### src/rtl/mbx_pkg.sv
package mbx_pkg;

    typedef enum logic [1:0] {
        ST_IDLE  = 2'd0,
        ST_ISSUE = 2'd1,
        ST_WAIT  = 2'd2
    } mbx_state_e;

    typedef struct packed {
        logic [2:0]  tgt_type;
        logic [4:0]  tgt_inst;
        logic [7:0]  ctype;
        logic [15:0] opcode;
    } mbx_req_t;

    localparam logic [7:0] CODE_BAD_TARGET = 8'hE1;

endpackage

### src/rtl/mbx_param_regs.sv
module mbx_param_regs #(
    parameter int          ADDR_W     = 12,
    parameter int          NUM_PARAM  = 2,
    parameter int unsigned PARAM0_OFF = 'h438
) (
    input  logic                    clk,
    input  logic                    rst_n,
    input  logic                    reg_wr,
    input  logic [ADDR_W-1:0]       reg_addr,
    input  logic [31:0]             reg_wdata,
    output logic [NUM_PARAM*32-1:0] param_flat
);
    for (genvar gi = 0; gi < NUM_PARAM; gi++) begin : g_param
        localparam int unsigned OFF = PARAM0_OFF - 4 * gi;
        logic [31:0] val_q;
        always_ff @(posedge clk or negedge rst_n) begin
            if (!rst_n) begin
                val_q <= '0;
            end else if (reg_wr && reg_addr == OFF[ADDR_W-1:0]) begin
                val_q <= reg_wdata;
            end
        end
        assign param_flat[gi*32 +: 32] = val_q;
    end
endmodule

### src/rtl/mbx_fsm.sv
module mbx_fsm
    import mbx_pkg::*;
#(
    parameter logic [2:0] LOCAL_TGT_TYPE = 3'd1,
    parameter logic [4:0] LOCAL_TGT_INST = 5'd0
) (
    input  logic     clk,
    input  logic     rst_n,
    input  logic     req_wr,
    input  mbx_req_t req_word,
    input  logic     agent_done,
    output logic     accept,
    output logic     reject,
    output logic     overrun_evt,
    output logic     complete,
    output logic     cmd_valid,
    output logic     busy
);
    mbx_state_e state_q, state_d;
    logic       target_ok;

    assign target_ok = (req_word.tgt_type == LOCAL_TGT_TYPE) &&
                       (req_word.tgt_inst == LOCAL_TGT_INST);

    always_ff @(posedge clk or negedge rst_n) begin
        if (!rst_n) begin
            state_q <= ST_IDLE;
        end else begin
            state_q <= state_d;
        end
    end

    always_comb begin
        state_d = state_q;
        unique case (state_q)
            ST_IDLE:  if (req_wr && target_ok) state_d = ST_ISSUE;
            ST_ISSUE: state_d = ST_WAIT;
            ST_WAIT:  if (agent_done) state_d = ST_IDLE;
            default:  state_d = ST_IDLE;
        endcase
    end

    always_comb begin
        accept      = 1'b0;
        reject      = 1'b0;
        overrun_evt = 1'b0;
        complete    = 1'b0;
        cmd_valid   = 1'b0;
        busy        = 1'b1;
        unique case (state_q)
            ST_IDLE: begin
                busy   = 1'b0;
                accept = req_wr && target_ok;
                reject = req_wr && !target_ok;
            end
            ST_ISSUE: begin
                cmd_valid   = 1'b1;
                overrun_evt = req_wr;
            end
            ST_WAIT: begin
                complete    = agent_done;
                overrun_evt = req_wr;
            end
            default: busy = 1'b0;
        endcase
    end
endmodule

### src/rtl/mbx_status.sv
module mbx_status
    import mbx_pkg::*;
(
    input  logic        clk,
    input  logic        rst_n,
    input  logic        stat_wr,
    input  logic [31:0] stat_wdata,
    input  logic        complete,
    input  logic [7:0]  agent_code,
    input  logic        reject,
    input  logic        overrun_evt,
    input  logic        busy,
    output logic        rdy,
    output logic        ovr,
    output logic [31:0] status_word
);
    logic [7:0] code_q;

    always_ff @(posedge clk or negedge rst_n) begin
        if (!rst_n) begin
            rdy    <= 1'b0;
            ovr    <= 1'b0;
            code_q <= '0;
        end else begin
            // hardware set takes priority over software clear
            if (complete || reject) begin
                rdy <= 1'b1;
            end else if (stat_wr) begin
                rdy <= rdy & stat_wdata[0];
            end
            if (overrun_evt) begin
                ovr <= 1'b1;
            end else if (stat_wr) begin
                ovr <= ovr & stat_wdata[1];
            end
            if (complete) begin
                code_q <= agent_code;
            end else if (reject) begin
                code_q <= CODE_BAD_TARGET;
            end
        end
    end

    assign status_word = {code_q, 21'd0, busy, ovr, rdy};
endmodule

### src/rtl/mbx_cmd_mailbox.sv
module mbx_cmd_mailbox
    import mbx_pkg::*;
#(
    parameter int          ADDR_W         = 12,
    parameter int          NUM_PARAM      = 2,
    parameter int unsigned PARAM0_OFF     = 'h438,
    parameter int unsigned REQ_OFF        = 'h43C,
    parameter int unsigned STAT_OFF       = 'h45C,
    parameter logic [2:0]  LOCAL_TGT_TYPE = 3'd1,
    parameter logic [4:0]  LOCAL_TGT_INST = 5'd0
) (
    input  logic                    clk,
    input  logic                    rst_n,
    input  logic                    reg_wr,
    input  logic [ADDR_W-1:0]       reg_addr,
    input  logic [31:0]             reg_wdata,
    input  logic [ADDR_W-1:0]       rd_addr,
    output logic [31:0]             rd_data,
    output logic                    cmd_valid,
    output logic [2:0]              cmd_tgt_type,
    output logic [4:0]              cmd_tgt_inst,
    output logic [7:0]              cmd_type,
    output logic [15:0]             cmd_opcode,
    output logic [NUM_PARAM*32-1:0] cmd_param,
    input  logic                    agent_done,
    input  logic [7:0]              agent_code,
    output logic                    busy
);
    localparam int PW = NUM_PARAM * 32;

    logic          req_wr, stat_wr;
    logic          accept, reject, overrun_evt, complete;
    logic          stat_rdy, stat_ovr;
    logic [31:0]   status_word;
    logic [PW-1:0] param_flat, param_q;
    mbx_req_t      req_q;

    assign req_wr  = reg_wr && (reg_addr == REQ_OFF[ADDR_W-1:0]);
    assign stat_wr = reg_wr && (reg_addr == STAT_OFF[ADDR_W-1:0]);

    mbx_param_regs #(
        .ADDR_W(ADDR_W), .NUM_PARAM(NUM_PARAM), .PARAM0_OFF(PARAM0_OFF)
    ) params_i (
        .clk(clk), .rst_n(rst_n), .reg_wr(reg_wr), .reg_addr(reg_addr),
        .reg_wdata(reg_wdata), .param_flat(param_flat)
    );

    mbx_fsm #(
        .LOCAL_TGT_TYPE(LOCAL_TGT_TYPE), .LOCAL_TGT_INST(LOCAL_TGT_INST)
    ) fsm_i (
        .clk(clk), .rst_n(rst_n), .req_wr(req_wr), .req_word(mbx_req_t'(reg_wdata)),
        .agent_done(agent_done), .accept(accept), .reject(reject),
        .overrun_evt(overrun_evt), .complete(complete),
        .cmd_valid(cmd_valid), .busy(busy)
    );

    mbx_status status_i (
        .clk(clk), .rst_n(rst_n), .stat_wr(stat_wr), .stat_wdata(reg_wdata),
        .complete(complete), .agent_code(agent_code), .reject(reject),
        .overrun_evt(overrun_evt), .busy(busy), .rdy(stat_rdy), .ovr(stat_ovr),
        .status_word(status_word)
    );

    always_ff @(posedge clk or negedge rst_n) begin
        if (!rst_n) begin
            req_q   <= '0;
            param_q <= '0;
        end else begin
            if (accept || reject) begin
                req_q <= mbx_req_t'(reg_wdata);
            end
            if (accept) begin
                param_q <= param_flat;
            end
        end
    end

    assign cmd_tgt_type = req_q.tgt_type;
    assign cmd_tgt_inst = req_q.tgt_inst;
    assign cmd_type     = req_q.ctype;
    assign cmd_opcode   = req_q.opcode;
    assign cmd_param    = param_q;

    always_comb begin
        rd_data = '0;
        if (rd_addr == REQ_OFF[ADDR_W-1:0]) begin
            rd_data = req_q;
        end else if (rd_addr == STAT_OFF[ADDR_W-1:0]) begin
            rd_data = status_word;
        end
        for (int i = 0; i < NUM_PARAM; i++) begin
            if (rd_addr == ADDR_W'(PARAM0_OFF - 4 * i)) begin
                rd_data = param_flat[i*32 +: 32];
            end
        end
    end
endmodule

### config.mk
export PLATFORM = sky130hd
export DESIGN_NAME = mbx_cmd_mailbox
export DESIGN_NICKNAME = d
export VERILOG_FILES = /design/src/rtl/mbx_pkg.sv /design/src/rtl/mbx_param_regs.sv /design/src/rtl/mbx_fsm.sv /design/src/rtl/mbx_status.sv /design/src/rtl/mbx_cmd_mailbox.sv
export SDC_FILE = /design/constraint.sdc
export NUM_CORES = 1
export LEC_CHECK = 0
export BUFFER_PORTS_ARGS = -buffer_cell sky130_fd_sc_hd__buf_2
export CORE_MARGIN = 5
export CORE_UTILIZATION = 36
export CTS_CLUSTER_DIAMETER = 150
export DETAILED_ROUTE_END_ITERATION = 10
export GPL_TIMING_DRIVEN = 0
export HOLD_SLACK_MARGIN = 0.06
export PLACE_DENSITY = 0.56
export SYNTH_ARGS = -nofsm -noshare
export SYNTH_HDL_FRONTEND = slang
export SYNTH_SLANG_ARGS = --single-unit
### constraint.sdc
create_clock -name clk -period 2.6 [get_ports clk]
set_clock_uncertainty 0.15 [all_clocks]
set_input_delay 0.52 -clock clk [delete_from_list [all_inputs] [get_ports clk]]
set_output_delay 0.52 -clock clk [all_outputs]
set_load 0.05 [all_outputs]
* Word-level counts from Yosys, hierarchy flattened
Index checks and enable logic that the tools add are counted.
Cells by class: equal/unequal tests 13, multiplexer cells 19, bitwise gates (word level) 2, reduce and logical (&&, ||, !) cells 17
Operators by type and width (count):
- $mux W32 | 4
- $eq A12 B11 Y1 const B | 8
- $mux W8 | 2
- $mux W1 | 10
- $logic_and A1 B1 Y1 | 7
- $pmux W2 S3 | 1
- $reduce_bool A2 Y1 | 3
- $logic_not A5 Y1 | 1
- $mux W2 | 2
- $eq A3 B1 Y1 const B | 1
- $and A1 B1 Y1 | 2
- $eq A2 B1 Y1 const B | 1
- $eq A2 B2 Y1 const B | 1
- $logic_not A2 Y1 | 1
- $logic_or A1 B1 Y1 | 2
- $ne A2 B1 Y1 const B | 1
- $ne A2 B2 Y1 const B | 1
- $reduce_and A2 Y1 | 1
- $reduce_or A2 Y1 | 1
- $logic_not A1 Y1 | 1
Storage, ports and cells: register bits after elaboration 172, bits of input ports 68, output and inout port bits 130, word-level logic and storage cells 62

* Logic depth before layout (Yosys ltp)
depth after elaboration 7, depth in mapped cells 7, depth with buffers taken out 6

* Modules after synthesis
Synthesis repeated with hierarchy kept, for this count alone.
Second synthesis, totals: cell total of the unflattened synthesis 653, area total of the unflattened synthesis 8428.1 um2
By module, submodules not included:
- mbx_cmd_mailbox | times used 1, cells an instance 426, area each 5049.8 um2, seq. area each 2402.3 um2
- mbx_param_regs | times used 1, cells an instance 141, area each 2557.5 um2, seq. area each 1601.5 um2
- mbx_status | times used 1, cells an instance 58, area each 565.5 um2, seq. area each 250.2 um2
- mbx_fsm | times used 1, cells an instance 28, area each 255.2 um2, seq. area each 50.0 um2

* Least setup slack after synthesis
No wires, ideal clock.
kind input-to-output, start input rd_addr[7], end output rd_data[0], arrival 2660 ps, slack -730 ps, cell stages on the path 6, buffers on the path 2, cell sequence nor4b_2 and4_1 clkbuf_1 buf_2 a2bb2oi_1 o21ai_0
On the way: cells in the longest elaborated chain, start to end 5, elaborated cells on any way between the ends 8, classes of those cells 4 x eq/ne; 4 x mux
RTL lines:
- from (decl) | line mbx_cmd_mailbox.sv:17 | input logic [ADDR_W-1:0] rd_addr,
- $eq A12 B11 Y1 | line mbx_cmd_mailbox.sv:88 | end else if (rd_addr == STAT_OFF[ADDR_W-1:0]) begin
- $mux W32 | line mbx_cmd_mailbox.sv:88
- $mux W32 | line mbx_cmd_mailbox.sv:86 | if (rd_addr == REQ_OFF[ADDR_W-1:0]) begin
- $mux W32 | line mbx_cmd_mailbox.sv:92 | if (rd_addr == ADDR_W'(PARAM0_OFF - 4 * i)) begin
- $mux W32 * | line mbx_cmd_mailbox.sv:92
- to (decl) | line mbx_cmd_mailbox.sv:18 | output logic [31:0] rd_data,
Mark *: on every way between the ends. The rest lies on a longest branch, timed or not.

* Worst setup path in the final report
start input rd_addr[8], end output rd_data[4]
On the way: cells in the longest elaborated chain, start to end 4, elaborated cells on any way between the ends 6, classes of those cells 3 x eq/ne; 3 x mux
RTL lines (line):
- $eq A12 B11 Y1 | mbx_cmd_mailbox.sv:86
- $mux W32 | mbx_cmd_mailbox.sv:86
- $mux W32 | mbx_cmd_mailbox.sv:92
- $mux W32 * | mbx_cmd_mailbox.sv:92
Marks and branches as above.

==> results by group <==
Outcome
  – Status: finished, violations left
  – Failing checks: negative setup slack

Final layout
  – Filler cell count: 1869
  – Fraction of layout cells with a size suffix above 1: 61.83%
  – Area Overhead vs Synth: 38.83%
  – Finished Core Util: 50.43%
  – Fin cells: 1079
  – NumNets Final: 858
  – Multi-input gate area: 3690 um^2
  – Ant diodes: 0
  – Most frequent cells in the layout: buf_2 (173), dfrtp_1 (172), mux2_2 (99)
  – Storage element area: 4304 um^2
  – Commonest non-fill, non-tap cell in the layout: buf_2

STA
  – Slew Viols, Final: 0
  – Setup TNS: -0.5104 ns
  – Tightest Pin Transition: 0.6314 ns
  – Tmin final: 2.637 ns
  – RSZ-0062 raised after global routing: true
  – Final worst-path cycle share: 101.4%
  – Setup Viol. Count Final: 30
  – Final hold viol count: 0
  – Slack of the critical path: -0.03709 ns
  – Slew margin rel.: 57.52%
  – Maximum clock frequency: 0.3792 GHz

Floorplan
  – Row count: 54
  – Initial Utilization: 36.32%
  – DIE HEIGHT: 157.9 um
  – Die width: 157.9 um
  – IO Pins: 198
  – Core area: 21690 um^2
  – Die area: 24940 um^2

Yosys
  – Area leader, netlist: dfrtp_1
  – Synth Cell Area: 7878 um^2
  – Synth unique cells: 45
  – Synth top area cells: dfrtp_1 (55%), mux2_2 (14%), mux2_4 (11%), a22o_1 (2.3%), a21o_1 (2.0%)
  – Post-synth EDFFs: 0
  – Asr flop ratio synth: 100.0%
  – Yosys reg bits: 172
  – Synth Area per Inst: 14.17 um^2
  – Syn nets: 627
  – Yosys top cell area share: 54.64%
  – Sequential element share of the synthesized area: 54.64%
  – Most used DFF post-synth: dfrtp_1
  – Syn Inst Count: 556
  – Yosys warns: 0

Routing
  – Final ANT Viol Nets: 0
  – DR WL/cell: 20.65 um
  – Initial DRT Pass Iterations: 4
  – Final wirelength: 22280 um
  – Drc violations: 0
  – Drt via density: 5.109
  – DR iter-0 viols: 155
  – Via count: 5513

Clock tree
  – CTS sink cnt: 172
  – Clock Path Buffers: 2
  – Total CTS buffers: 17
  – TritonCTS clock tree: built
  – CTS H-tree lvls: 4
  – Reg clk slew, reported paths: 0.07 ns
  – Root Driver: clkbuf_16
  – Clk_lat worst skew: 0.43 ns

Global route
  – Largest net degree at the start of global routing: 111
  – Initial antenna violation count: 1
  – Vias in the first global route: 6005
  – Overflow after GRT: 0
  – Tot GR Track Use: 18.19%
  – First-pass GRT wire length: 34800 um

Critical path
  – Crit path max-delay family: buffers and inverters
  – CP Buf/Inv Count: 6
  – CP max stage delay: 0.24 ns
  – Setup CP Type: input pin to primary output
  – Crit path DAT: 1.97 ns
  – Crit Path Max Fanout: 5
  – Crit-path cells: buf_6 -> nor4b_4 -> buf_4 -> nand3b_1 -> buf_6 -> nor2_4 -> buf_12 -> clkbuf_16 -> a21o_1 -> buf_6
  – Critical Path End Type: primary output
  – Most frequent cell on the critical path: buf_6
  – Critical path required time: 1.93 ns
  – Slowest stage cell on the critical path: nor4b_4
  – Launching element type of the critical path: input pin

Hold path
  – Worst min-delay path category: input pin to register

Power
  – Leakage: 5.630 nW
  – Power per Cell Area: 554.2 nW/um^2
  – VDD IR max: 0.3855 mV

Place
  – Pre-CTS setup slack: -1.068 ns
  – Placed cell count: 1034
  – Placer Congestion: 0.8096
  – Dpl hpwl: 15750 um
  – Number of port buffers: 197

Job
  – Total of max-cap violations: 0
[sequential cells by signal (all words and copies together) (netlist names)]
| name | cells |
|---|---|
| status_i.rdy | 1 |
| params_i.g_param.val_q | 64 |
| fsm_i.state_q | 2 |
| cmd_tgt_type | 3 |
| status_i.ovr | 1 |
| cmd_opcode | 16 |
| status_i.code_q | 8 |
| cmd_type | 8 |
| cmd_param | 64 |
| cmd_tgt_inst | 5 |
[metal layers]
layer / vias up / track usage (%) / part of all wire, %
met2: 169 / 30.50 / 49
met5: - / 0 / 0.090
met4: 2 / 4.588 / 1.4
li1: 2506 / - / -
met3: 28 / 4.374 / 5.4
met1: 2808 / 23.81 / 44
[final cells by class]
type / instances / share of cell area, %
sequential: 172 / 39.35
clock inverter: 13 / 1.842
tap: 280 / 3.203
multi-input combinational: 345 / 33.74
timing repair buffer: 214 / 14.06
clock buffer: 18 / 4.016
inverter: 2 / 0.06864
buffer: 35 / 3.718
[worst register-to-register path: stages (launching register included)]
cell and delay (ns):
dfrtp_1 0.38, inv_2 0.07, ha_4 0.19, nand2_1 0.21, buf_2 0.39, mux2_2 0.39
[cell usage after synthesis (7+ instances only)]
master	n
mux2_2	99
buf_2	14
dfrtp_1	172
a2bb2oi_1	11
clkbuf_1	14
o21ai_0	28
a22o_1	21
and4b_1	13
buf_12	7
mux2_4	60
a21o_1	21
nand2_1	28
nor2_1	11
[where the power goes]
group / internal, mW / switching [mW] / total, mW
Combinational: 0.185 / 0.282 / 0.467
Sequential: 2.75 / 0.0473 / 2.80
Clock: 1.66 / 1.14 / 2.80
Total: 4.59 / 1.47 / 6.06
[kinds of logic (layout without fill, tap and decap cells)]
family | after synthesis | after routing | share of synthesized area, %
AOI/OAI and AO/OA | 92 | 92 | 8.259
buffers and inverters | 39 | 282 | 3.574
muxes | 160 | 160 | 25.73
adders and majority gates | 3 | 3 | 0.4765
DFF | 172 | 172 | 54.64
and+or+nand+nor | 90 | 90 | 7.322
[worst paths after layout]
path	start	endpoint	slack (ns)	depth (start not counted)
min in group asynchronous	rst_n	cmd_param[18]	0.46	2
hold / removal	agent_code[6]	status_i.code_q[6]	0.15	3
max in group asynchronous	rst_n	params_i.g_param[1].val_q[0]	0.91	3
setup / recovery	rd_addr[8]	rd_data[4]	-0.04	10
setup reg to reg	fsm_i.state_q[1]	cmd_opcode[4]	0.72	5
hold reg to reg	status_i.ovr	status_i.ovr	0.34	2
[metrics by stage]
step	power (mW)	instance area (um^2)	hold slack, ns
floorplan	3.059	8025	0.07441
global placement	3.245	9361	0.3308
detailed placement	3.267	9399	0.3211
CTS	6.127	10730	0.1409
global route	6.315	10940	0.1658
finish	6.061	10940	0.1537
[timing repair]
item,CTS,global route
endpoints found under the setup margin,32,32
setup buffers,8,3
pin swaps,15,11
cloned,3,1
endpoints found under the hold margin,62,0
hold buffers,1,0
gates resized for setup,160,31
Note: power is estimated with default switching activity, not from simulation.
